[config.mk]
export PLATFORM = sky130hd
export DESIGN_NAME = crc16n_engine
export DESIGN_NICKNAME = d
export VERILOG_FILES = /design/src/rtl/crc16n_pkg.sv /design/src/rtl/crc16n_datapath.sv /design/src/rtl/crc16n_ctrl.sv /design/src/rtl/crc16n_hdr.sv /design/src/rtl/crc16n_engine.sv
export SDC_FILE = /design/constraint.sdc
export NUM_CORES = 1
export LEC_CHECK = 0
export BUFFER_PORTS_ARGS = -buffer_cell sky130_fd_sc_hd__buf_2
export CORE_UTILIZATION = 42
export CTS_BUF_LIST = sky130_fd_sc_hd__clkbuf_8
export DETAILED_ROUTE_END_ITERATION = 12
export GPL_TIMING_DRIVEN = 0
export PLACE_DENSITY = 0.69
export REMOVE_ABC_BUFFERS = 1
export SYNTH_ARGS = -nofsm -noshare
export SYNTH_HDL_FRONTEND = slang
export SYNTH_SLANG_ARGS = --single-unit
[constraint.sdc]
create_clock -name clk -period 4.4 [get_ports clk]
set_clock_uncertainty 0.2 [all_clocks]
set_input_delay 0 -clock clk [delete_from_list [all_inputs] [get_ports clk]]
set_output_delay 0 -clock clk [all_outputs]
set_load 0.02 [all_outputs]
[src/rtl/crc16n_pkg.sv]
package crc16n_pkg;

  localparam int WORD_W        = 32;
  localparam int NIB_W         = 4;
  localparam int CRC_W         = 16;
  localparam int NIBS_PER_WORD = WORD_W / NIB_W;
  localparam int NIB_CNT_W     = $clog2(NIBS_PER_WORD);

  // One nibble of the three-term feedback update.
  function automatic logic [CRC_W-1:0] crc_nib_step(input logic [CRC_W-1:0] acc,
                                                    input logic [NIB_W-1:0] nib);
    logic [NIB_W-1:0] s;
    logic [CRC_W-1:0] sw;
    s  = acc[CRC_W-1 -: NIB_W] ^ nib;
    sw = {{(CRC_W-NIB_W){1'b0}}, s};
    return (acc << NIB_W) ^ (sw << 12) ^ (sw << 5) ^ sw;
  endfunction

endpackage

[src/rtl/crc16n_datapath.sv]
module crc16n_datapath
  import crc16n_pkg::*;
(
  input  logic              clk,
  input  logic              rst_n,
  input  logic              clear,
  input  logic              load,
  input  logic              shift_en,
  input  logic [WORD_W-1:0] in_word,
  output logic [CRC_W-1:0]  acc_q
);

  localparam int REST_W = WORD_W - NIB_W;

  logic [REST_W-1:0] rest_q, rest_d;
  logic [CRC_W-1:0]  acc_d;
  logic [NIB_W-1:0]  nib;
  logic              step_en;

  // The first nibble is taken straight from the input word on acceptance.
  always_comb begin
    step_en = load | shift_en;
    nib     = load ? in_word[WORD_W-1 -: NIB_W] : rest_q[REST_W-1 -: NIB_W];
    rest_d  = rest_q;
    acc_d   = acc_q;
    if (load)
      rest_d = in_word[REST_W-1:0];
    else if (shift_en)
      rest_d = {rest_q[REST_W-NIB_W-1:0], {NIB_W{1'b0}}};
    if (clear)
      acc_d = '0;
    else if (step_en)
      acc_d = crc_nib_step(acc_q, nib);
  end

  always_ff @(posedge clk or negedge rst_n) begin
    if (!rst_n)
      acc_q <= '0;
    else if (clear | step_en)
      acc_q <= acc_d;
  end

  always_ff @(posedge clk or negedge rst_n) begin
    if (!rst_n)
      rest_q <= '0;
    else if (step_en)
      rest_q <= rest_d;
  end

  assert_acc_cleared_R1: assert property (@(posedge clk) disable iff (!rst_n)
    clear |=> (acc_q == '0));

  assert_acc_idle_hold_R3: assert property (@(posedge clk) disable iff (!rst_n)
    (!clear && !load && !shift_en) |=> $stable(acc_q));

endmodule

[src/rtl/crc16n_ctrl.sv]
module crc16n_ctrl
  import crc16n_pkg::*;
#(
  parameter int CNT_W = 16
) (
  input  logic             clk,
  input  logic             rst_n,
  input  logic             start,
  input  logic [CNT_W-1:0] word_count,
  input  logic             in_valid,
  output logic             in_ready,
  output logic             clear,
  output logic             load,
  output logic             shift_en,
  output logic             done,
  output logic             busy,
  output logic [CNT_W-1:0] len_q
);

  logic                 busy_q, busy_d;
  logic                 active_q, active_d;
  logic                 last_q, last_d;
  logic                 done_q, done_d;
  logic [NIB_CNT_W-1:0] nib_q, nib_d;
  logic [CNT_W-1:0]     left_q, left_d;
  logic                 start_ok;

  always_comb begin
    start_ok = start & ~busy_q;
    in_ready = busy_q & ~active_q;
    load     = in_valid & in_ready;
    shift_en = active_q;
    clear    = start_ok;

    busy_d   = busy_q;
    active_d = active_q;
    last_d   = last_q;
    nib_d    = nib_q;
    left_d   = left_q;
    done_d   = 1'b0;

    if (start_ok) begin
      left_d = word_count;
      if (word_count == '0)
        done_d = 1'b1;
      else
        busy_d = 1'b1;
    end
    if (load) begin
      active_d = 1'b1;
      nib_d    = NIB_CNT_W'(NIBS_PER_WORD - 1);
      left_d   = left_q - CNT_W'(1);
      last_d   = (left_q == CNT_W'(1));
    end
    if (active_q) begin
      nib_d = nib_q - NIB_CNT_W'(1);
      if (nib_q == NIB_CNT_W'(1)) begin
        active_d = 1'b0;
        if (last_q) begin
          busy_d = 1'b0;
          done_d = 1'b1;
        end
      end
    end
  end

  always_ff @(posedge clk or negedge rst_n) begin
    if (!rst_n) begin
      busy_q   <= 1'b0;
      active_q <= 1'b0;
      last_q   <= 1'b0;
      nib_q    <= '0;
      left_q   <= '0;
      done_q   <= 1'b0;
    end else begin
      busy_q   <= busy_d;
      active_q <= active_d;
      last_q   <= last_d;
      nib_q    <= nib_d;
      left_q   <= left_d;
      done_q   <= done_d;
    end
  end

  always_ff @(posedge clk or negedge rst_n) begin
    if (!rst_n)
      len_q <= '0;
    else if (start_ok)
      len_q <= word_count;
  end

  assign done = done_q;
  assign busy = busy_q;

  assert_zero_count_done_R4: assert property (@(posedge clk) disable iff (!rst_n)
    (start && !busy && word_count == '0) |=> done);

  assert_ready_drops_R5: assert property (@(posedge clk) disable iff (!rst_n)
    (in_valid && in_ready) |=> !in_ready);

  assert_done_single_R6: assert property (@(posedge clk) disable iff (!rst_n)
    done |=> !done);

  assert_start_ignored_R9: assert property (@(posedge clk) disable iff (!rst_n)
    (start && busy) |=> $stable(len_q));

  assert_nib_count_R2: assert property (@(posedge clk) disable iff (!rst_n)
    shift_en |-> (nib_q != '0));

endmodule

[src/rtl/crc16n_hdr.sv]
module crc16n_hdr
  import crc16n_pkg::*;
#(
  parameter int CNT_W  = 16,
  parameter bit HDR_EN = 1'b1
) (
  input  logic [CNT_W-1:0]  len,
  input  logic [CRC_W-1:0]  crc,
  output logic [WORD_W-1:0] header
);

  localparam int LEN_W = WORD_W - CRC_W;

  generate
    if (HDR_EN) begin : g_hdr
      assign header = {LEN_W'(len), crc};
    end else begin : g_no_hdr
      logic unused_ok;
      assign unused_ok = ^{len, crc};
      assign header    = '0;
    end
  endgenerate

endmodule

[src/rtl/crc16n_engine.sv]
module crc16n_engine
  import crc16n_pkg::*;
#(
  parameter int CNT_W  = 16,
  parameter bit HDR_EN = 1'b1
) (
  input  logic              clk,
  input  logic              rst_n,
  input  logic              start,
  input  logic [CNT_W-1:0]  word_count,
  input  logic              in_valid,
  output logic              in_ready,
  input  logic [WORD_W-1:0] in_word,
  output logic [CRC_W-1:0]  crc_out,
  output logic              done,
  output logic [WORD_W-1:0] header_out
);

  logic             clear, load, shift_en, busy;
  logic [CNT_W-1:0] len_q;

  crc16n_ctrl #(.CNT_W(CNT_W)) u_ctrl (
    .clk        (clk),
    .rst_n      (rst_n),
    .start      (start),
    .word_count (word_count),
    .in_valid   (in_valid),
    .in_ready   (in_ready),
    .clear      (clear),
    .load       (load),
    .shift_en   (shift_en),
    .done       (done),
    .busy       (busy),
    .len_q      (len_q)
  );

  crc16n_datapath u_dp (
    .clk      (clk),
    .rst_n    (rst_n),
    .clear    (clear),
    .load     (load),
    .shift_en (shift_en),
    .in_word  (in_word),
    .acc_q    (crc_out)
  );

  crc16n_hdr #(.CNT_W(CNT_W), .HDR_EN(HDR_EN)) u_hdr (
    .len    (len_q),
    .crc    (crc_out),
    .header (header_out)
  );

  assert_crc_holds_R7: assert property (@(posedge clk) disable iff (!rst_n)
    (!busy && !start) |=> $stable(crc_out));

  assert_idle_no_ready_R9: assert property (@(posedge clk) disable iff (!rst_n)
    done |-> !in_ready);

endmodule

## Yosys cells after proc, flatten, opt, wreduce, memory -nomap -nowiden

Index checks and enable logic that the tools add are counted.

- Register bits after elaboration: 83
- Input bits: 52
- Output and inout port bits: 50
- Logic and storage cells: 52

- Add/sub/neg operators: 2
- Eq/ne operators: 2
- Multiplexer cells: 22
- Bitwise gates (word level): 11
- Reductions and logical operators: 6

Operator list:

| operator | number |
|---|---|
| $mux 16 | 4 |
| $mux 28 | 2 |
| $eq 16x1->1 const B | 1 |
| $logic_not 16->1 | 1 |
| $sub 16x1->16 const B | 1 |
| $xor 16x16->16 | 1 |
| $xor 16x4->16 | 1 |
| $xor 16x9->16 | 1 |
| $mux 1 | 13 |
| $mux 3 | 2 |
| $reduce_bool 2->1 | 3 |
| $mux 4 | 1 |
| $reduce_and 2->1 | 2 |
| $xor 4x4->4 | 1 |
| $and 1x1->1 | 3 |
| $eq 3x1->1 const B | 1 |
| $sub 3x1->3 const B | 1 |
| $not 1->1 | 2 |
| $or 1x1->1 | 2 |

## Depth between registers and ports, before layout

- Word-level depth: 10
- Gate-level depth with buffers: 6
- Depth with buffers taken out: 6

## By module

From an unflattened synthesis, not the netlist that was laid out.

- Cell total of the unflattened synthesis: 447
- Area, all modules: 4,415.5 um^2

Modules (own cells, without submodules):

| module | times used | cells an instance | area an instance (um^2) | sequential area each (um^2) |
|---|---|---|---|---|
| crc16n_datapath | 1 | 213 | 2,249.7 | 1,101.1 |
| crc16n_ctrl | 1 | 202 | 1,925.6 | 975.9 |
| crc16n_hdr | 1 | 32 | 240.2 | 0.0 |

## Worst setup path after synthesis

OpenSTA, ideal clock, no wires.

- Kind: register to register
- From: register u_ctrl.left_q[0]
- To: register u_ctrl.left_q[12]
- Setup time: 94 ps
- Arrival: 1,626 ps
- Required time: 4,106 ps
- Path slack: 2,480 ps
- Stages on the path, launching flop included: 7
- Buffers on the path: 0
- Clock period less this slack: 1,920 ps
- Cells stage by stage: dfrtp_1 inv_1 ha_1 or3b_2 nor4_4 nor3_1 a211oi_1

- Word-level cells in the longest chain between the ends: 2

Ends and longest elaborated chain:

| what | RTL line | text |
|---|---|---|
| start, declared | crc16n_ctrl.sv:25 | `logic [CNT_W-1:0] left_q, left_d;` |
| start signal, assigned | crc16n_ctrl.sv:80 | `left_q <= left_d;` |
| $sub 16x1->16 | crc16n_ctrl.sv:52 | `left_d = left_q - CNT_W'(1);` |
| $mux 16 | crc16n_ctrl.sv:49 | `if (load) begin` |

Every way passes these cells.
A chain may end at the register's enable or synchronous reset.

## Final worst setup path

- From: register u_ctrl.active_q (netlist: u_ctrl.shift_en)
- To: register u_ctrl.left_q[13]

- Word-level cells in the longest chain between the ends: 4
- Elaborated cells between the ends (all ways): 5
- Classes of those cells: mux (1); bitwise (3); reduce/logical (1)

Ends and longest elaborated chain:

| what | RTL line | text |
|---|---|---|
| start, declared | crc16n_ctrl.sv:21 | `logic active_q, active_d;` |
| start signal, assigned | crc16n_ctrl.sv:77 | `active_q <= active_d;` |
| $not 1->1 * | crc16n_ctrl.sv:30 | `in_ready = busy_q & ~active_q;` |
| $and 1x1->1 * | crc16n_ctrl.sv:30 |  |
| $and 1x1->1 * | crc16n_ctrl.sv:31 | `load = in_valid & in_ready;` |
| $mux 16 / $reduce_bool 2->1 (equally long branches) | n/a |  |

Mark *: on every way between the ends. The rest lies on a longest branch, timed or not.

==> load_flow_metrics.sql <==
INSERT INTO impl_metrics (metric_group, metric, value, unit) VALUES
('timing', 'rsz0062_at_grt', 'no', ''),
('timing', 'min_period', '2.47', 'ns'),
('routing', 'drt_drc_violations_left', '0', ''),
('die', 'floorplan.die.height', '103', 'µm'),
('routing', 'drt-total-wl', '10500', 'µm'),
('yosys', 'synth.yosys.warnings', '0', ''),
('yosys', 'yosys.area.top_type', 'dfrtp_1', ''),
('die', 'die_w', '103', 'µm'),
('yosys', 'synth_cell_types', '42', ''),
('timing', 'fin_ws', '1.93', 'ns'),
('critical_path', 'critPathKind', 'reg -> reg', ''),
('grt', 'met2_usage', '0.378', ''),
('die', 'area_of_the_die', '10600', 'µm²'),
('grt', 'grt_antenna_before_repair', '0', ''),
('yosys', 'netlist.area_leader.share', '0.486', ''),
('routing', 'wl_per_cell', '14.5', 'µm'),
('timing', 'timing_hold_violations_final', '0', ''),
('yosys', 'synth-edff-count', '0', ''),
('finish', 'antennaDiodeCount', '0', ''),
('worst_hold_path', 'holdCritPathClass', 'in -> reg', ''),
('grt', 'global_route.usage.met1', '0.263', ''),
('die', 'number_of_i_o_pins', '102', ''),
('clock_tree', 'cts_tree', 'done', ''),
('die', 'initial_core_util', '0.435', ''),
('critical_path', 'crit_required', '4.43', 'ns'),
('placement', 'dp_cells', '647', ''),
('placement', 'placedInstanceArea', '4780', 'µm²'),
('yosys', 'synth.ff_latch_count', '83', ''),
('finish', 'fillers', '880', ''),
('finish', 'utilization', '0.575', ''),
('yosys', 'synthesis.area', '4270', 'µm²'),
('clock_tree', 'worstSkewPairLatency', '0.36', 'ns'),
('clock_tree', 'cts.htree.levels', '3', ''),
('clock_tree', 'post-cts-setup-buffers', '0', ''),
('grt', 'number_of_global_route_vias_before_repair', '3663', ''),
('placement', 'place_worst_setup_slack', '1.79', 'ns'),
('grt', 'first_pass_grt_wire_length', '17300', 'µm'),
('grt', 'grt_max_degree', '59', ''),
('timing', 'worst_slew_slack_as_a_fraction_of_its_limit', '0.419', ''),
('yosys', 'synthCells', '451', ''),
('yosys', 'ys_async_sr_fraction', '1.00', ''),
('timing', 'totalNegativeSetupSlack', '0', 'ns'),
('die', 'std_cell_rows', '36', ''),
('routing', 'first_iter_violations', '107', ''),
('grt', 'grt_usage', '0.214', ''),
('power_and_ir_drop', 'leakage_power', '2.67', 'nW'),
('clock_tree', 'clk_pin_slew', '0.09', 'ns'),
('timing', 'timing.final.crit_share', '0.561', ''),
('yosys', 'yosysSeqAreaShare', '0.486', ''),
('critical_path', 'crit_path_start_kind', 'flip-flop', ''),
('clock_tree', 'num_cts_buffers', '9', ''),
('clock_tree', 'clockBufferDepth', '2', ''),
('clock_tree', 'ctsRootBufferMaster', 'clkbuf_8', ''),
('grt', 'global_route.overflow_total', '0', ''),
('critical_path', 'cp_endpoint_kind', 'flip-flop', ''),
('finish', 'finish.net_count', '642', ''),
('placement', 'number_of_buffers_added_on_ports', '101', ''),
('power_and_ir_drop', 'power.density_cell_area', '573', 'nW/µm²'),
('routing', 'first_pass_iters', '4', ''),
('timing', 'maxClockFrequency', '405', 'MHz'),
('routing', 'route.antenna.remaining_nets', '0', ''),
('timing', 'slew_viol_final', '0', ''),
('yosys', 'ys_dominant_reg_cell', 'dfrtp_1', ''),
('timing', 'setup-violations-final', '0', ''),
('grt', 'grt_util_met3', '0.0461', ''),
('clock_tree', 'cts_num_sinks', '83', ''),
('flow_run', 'max_cap_viol_count', '0', ''),
('yosys', 'synth.top_cells.by_area', 'dfrtp_1, nand2_1, mux2i_1', ''),
('timing', 'final.hold.worst_slack', '0.210', 'ns'),
('power_and_ir_drop', 'fin_total_pwr', '3.23', 'mW'),
('routing', 'avgViaCountPerCell', '5.12', ''),
('finish', 'drive_gt1_frac', '0.223', ''),
('critical_path', 'worst_ep_arrival_time', '2.50', 'ns'),
('yosys', 'post_synth.cell_area_avg', '9.47', 'µm²'),
('run_status', 'run_status', 'complete, no violations', ''),
('power_and_ir_drop', 'vdd.ir_drop.worst', '0.349', 'mV'),
('placement', 'routabilityCongestion', '0.780', ''),
('timing', 'worst-slew-pin-transition', '0.871', 'ns'),
('placement', 'detailedPlacementHpwl', '6590', 'µm'),
('grt', 'grt-busiest-layer', 'met2', ''),
('finish', 'non_filler_instance_count_after_layout', '724', ''),
('critical_path', 'crit_fanout', '22', ''),
('finish', 'area.growth.synth_to_final', '32.2', '%'),
('finish', 'final_cell_area', '5650', 'µm²'),
('die', 'floorplan_core_area', '9820', 'µm²'),
('routing', 'vias', '3707', '');
==> layer usage <==
metal  wire, µm  up-vias
met2       5190       94
met3        410       14
met1       4750     1773
met4        125        0
met5          0        -
li1           -     1826
==> critical path, cell delays in order (launching register included) <==
cell      delay (ns)
dfrtp_2         0.55
and3b_1         0.81
nand3_1         0.35
nor4_1          0.26
o221ai_1        0.16
==> cell families after synthesis <==
group,Yosys count,synth area share
AO/OA/AOI/OAI,103,0.147
buffers and inverters,51,0.0607
adder cells (fa/ha/maj),4,0.0117
XOR/XNOR,26,0.0533
AND/OR/NAND/NOR,160,0.184
flip-flops,83,0.486
multiplexers,24,0.0563
==> synth_stat cells, types with 7 or more instances <==
library cell,n
nand2_1,96
dfrtp_1,83
a21oi_1,29
mux2i_1,24
o21ai_0,22
xor2_1,21
nor2_1,20
buf_4,16
o21ai_1,16
clkbuf_1,15
inv_1,11
a211oi_1,9
nand3_1,7
nor4_1,7
==> registers in the layout, indices dropped and copies added, names as in the netlist <==
signal and cells:
u_ctrl.busy 1, u_ctrl.done 1, u_ctrl.last_q 1, u_ctrl.left_q 16, u_ctrl.len_q 16, u_ctrl.nib_q 3, u_ctrl.shift_en 1, u_dp.acc_q 16
u_dp.rest_q 28
==> cell type report <==
cell class,count,area (µm²),share of cell area
inverters,11,41.3,0.00731
repair buffers,164,1190,0.211
clock inverters,7,100,0.0177
multi-input cells,317,1940,0.344
flip-flops and latches,83,2080,0.368
clock buffers,9,124,0.0219
well taps,133,166,0.0295
==> what timing repair did <==
item | 4_1_cts | 5_1_grt
hold endpoints to repair | 159 | 0
setup endpoints to repair | 0 | 0
gates resized for setup | 0 | 0
hold buffers | 60 | 0
==> layout by cell type, fill, tap and decap left out, types with 3 or more instances in the layout <==
cell           count
buf_2            100
nor4_1             7
dfrtp_1           82
inv_1             11
clkinvlp_4         3
a22oi_1            5
xor2_1            21
a21o_1             5
a221o_1            4
o21ai_0           22
a21oi_1           29
nor3_1             6
nor2_1            20
nand3_1            7
a311oi_1           4
o221ai_1           5
nand2_1           96
xnor2_1            5
dlygate4sd3_1     59
o211ai_1           3
nor4_4             3
clkbuf_8           9
ha_1               4
a211oi_1           9
o21ai_1           16
mux2i_1           24
==> worst paths after layout <==
path,startpoint,endpoint,slack [ns],cells past startpoint
worst max register to register,u_ctrl.shift_en$_DFF_PN0_,u_ctrl.left_q[13]$_DFFE_PN0P_,1.93,4
worst max-delay path,u_ctrl.shift_en$_DFF_PN0_,u_ctrl.left_q[13]$_DFFE_PN0P_,1.93,4
worst min-delay path,in_word[0],u_dp.rest_q[0]$_DFFE_PN0P_,0.21,4
max in group asynchronous,rst_n,u_ctrl.shift_en$_DFF_PN0_,3.23,4
worst min register to register,u_ctrl.len_q[7]$_DFFE_PN0P_,u_ctrl.len_q[7]$_DFFE_PN0P_,0.28,2
min in group asynchronous,rst_n,u_ctrl.len_q[3]$_DFFE_PN0P_,0.49,4
==> power by group <==
part	total [mW]	internal [mW]	switching (mW)
Clock	0.618	0.323	0.295
Sequential	1.29	1.00	0.286
Combinational	1.32	0.561	0.764
Power figures use the tool's default switching activity.
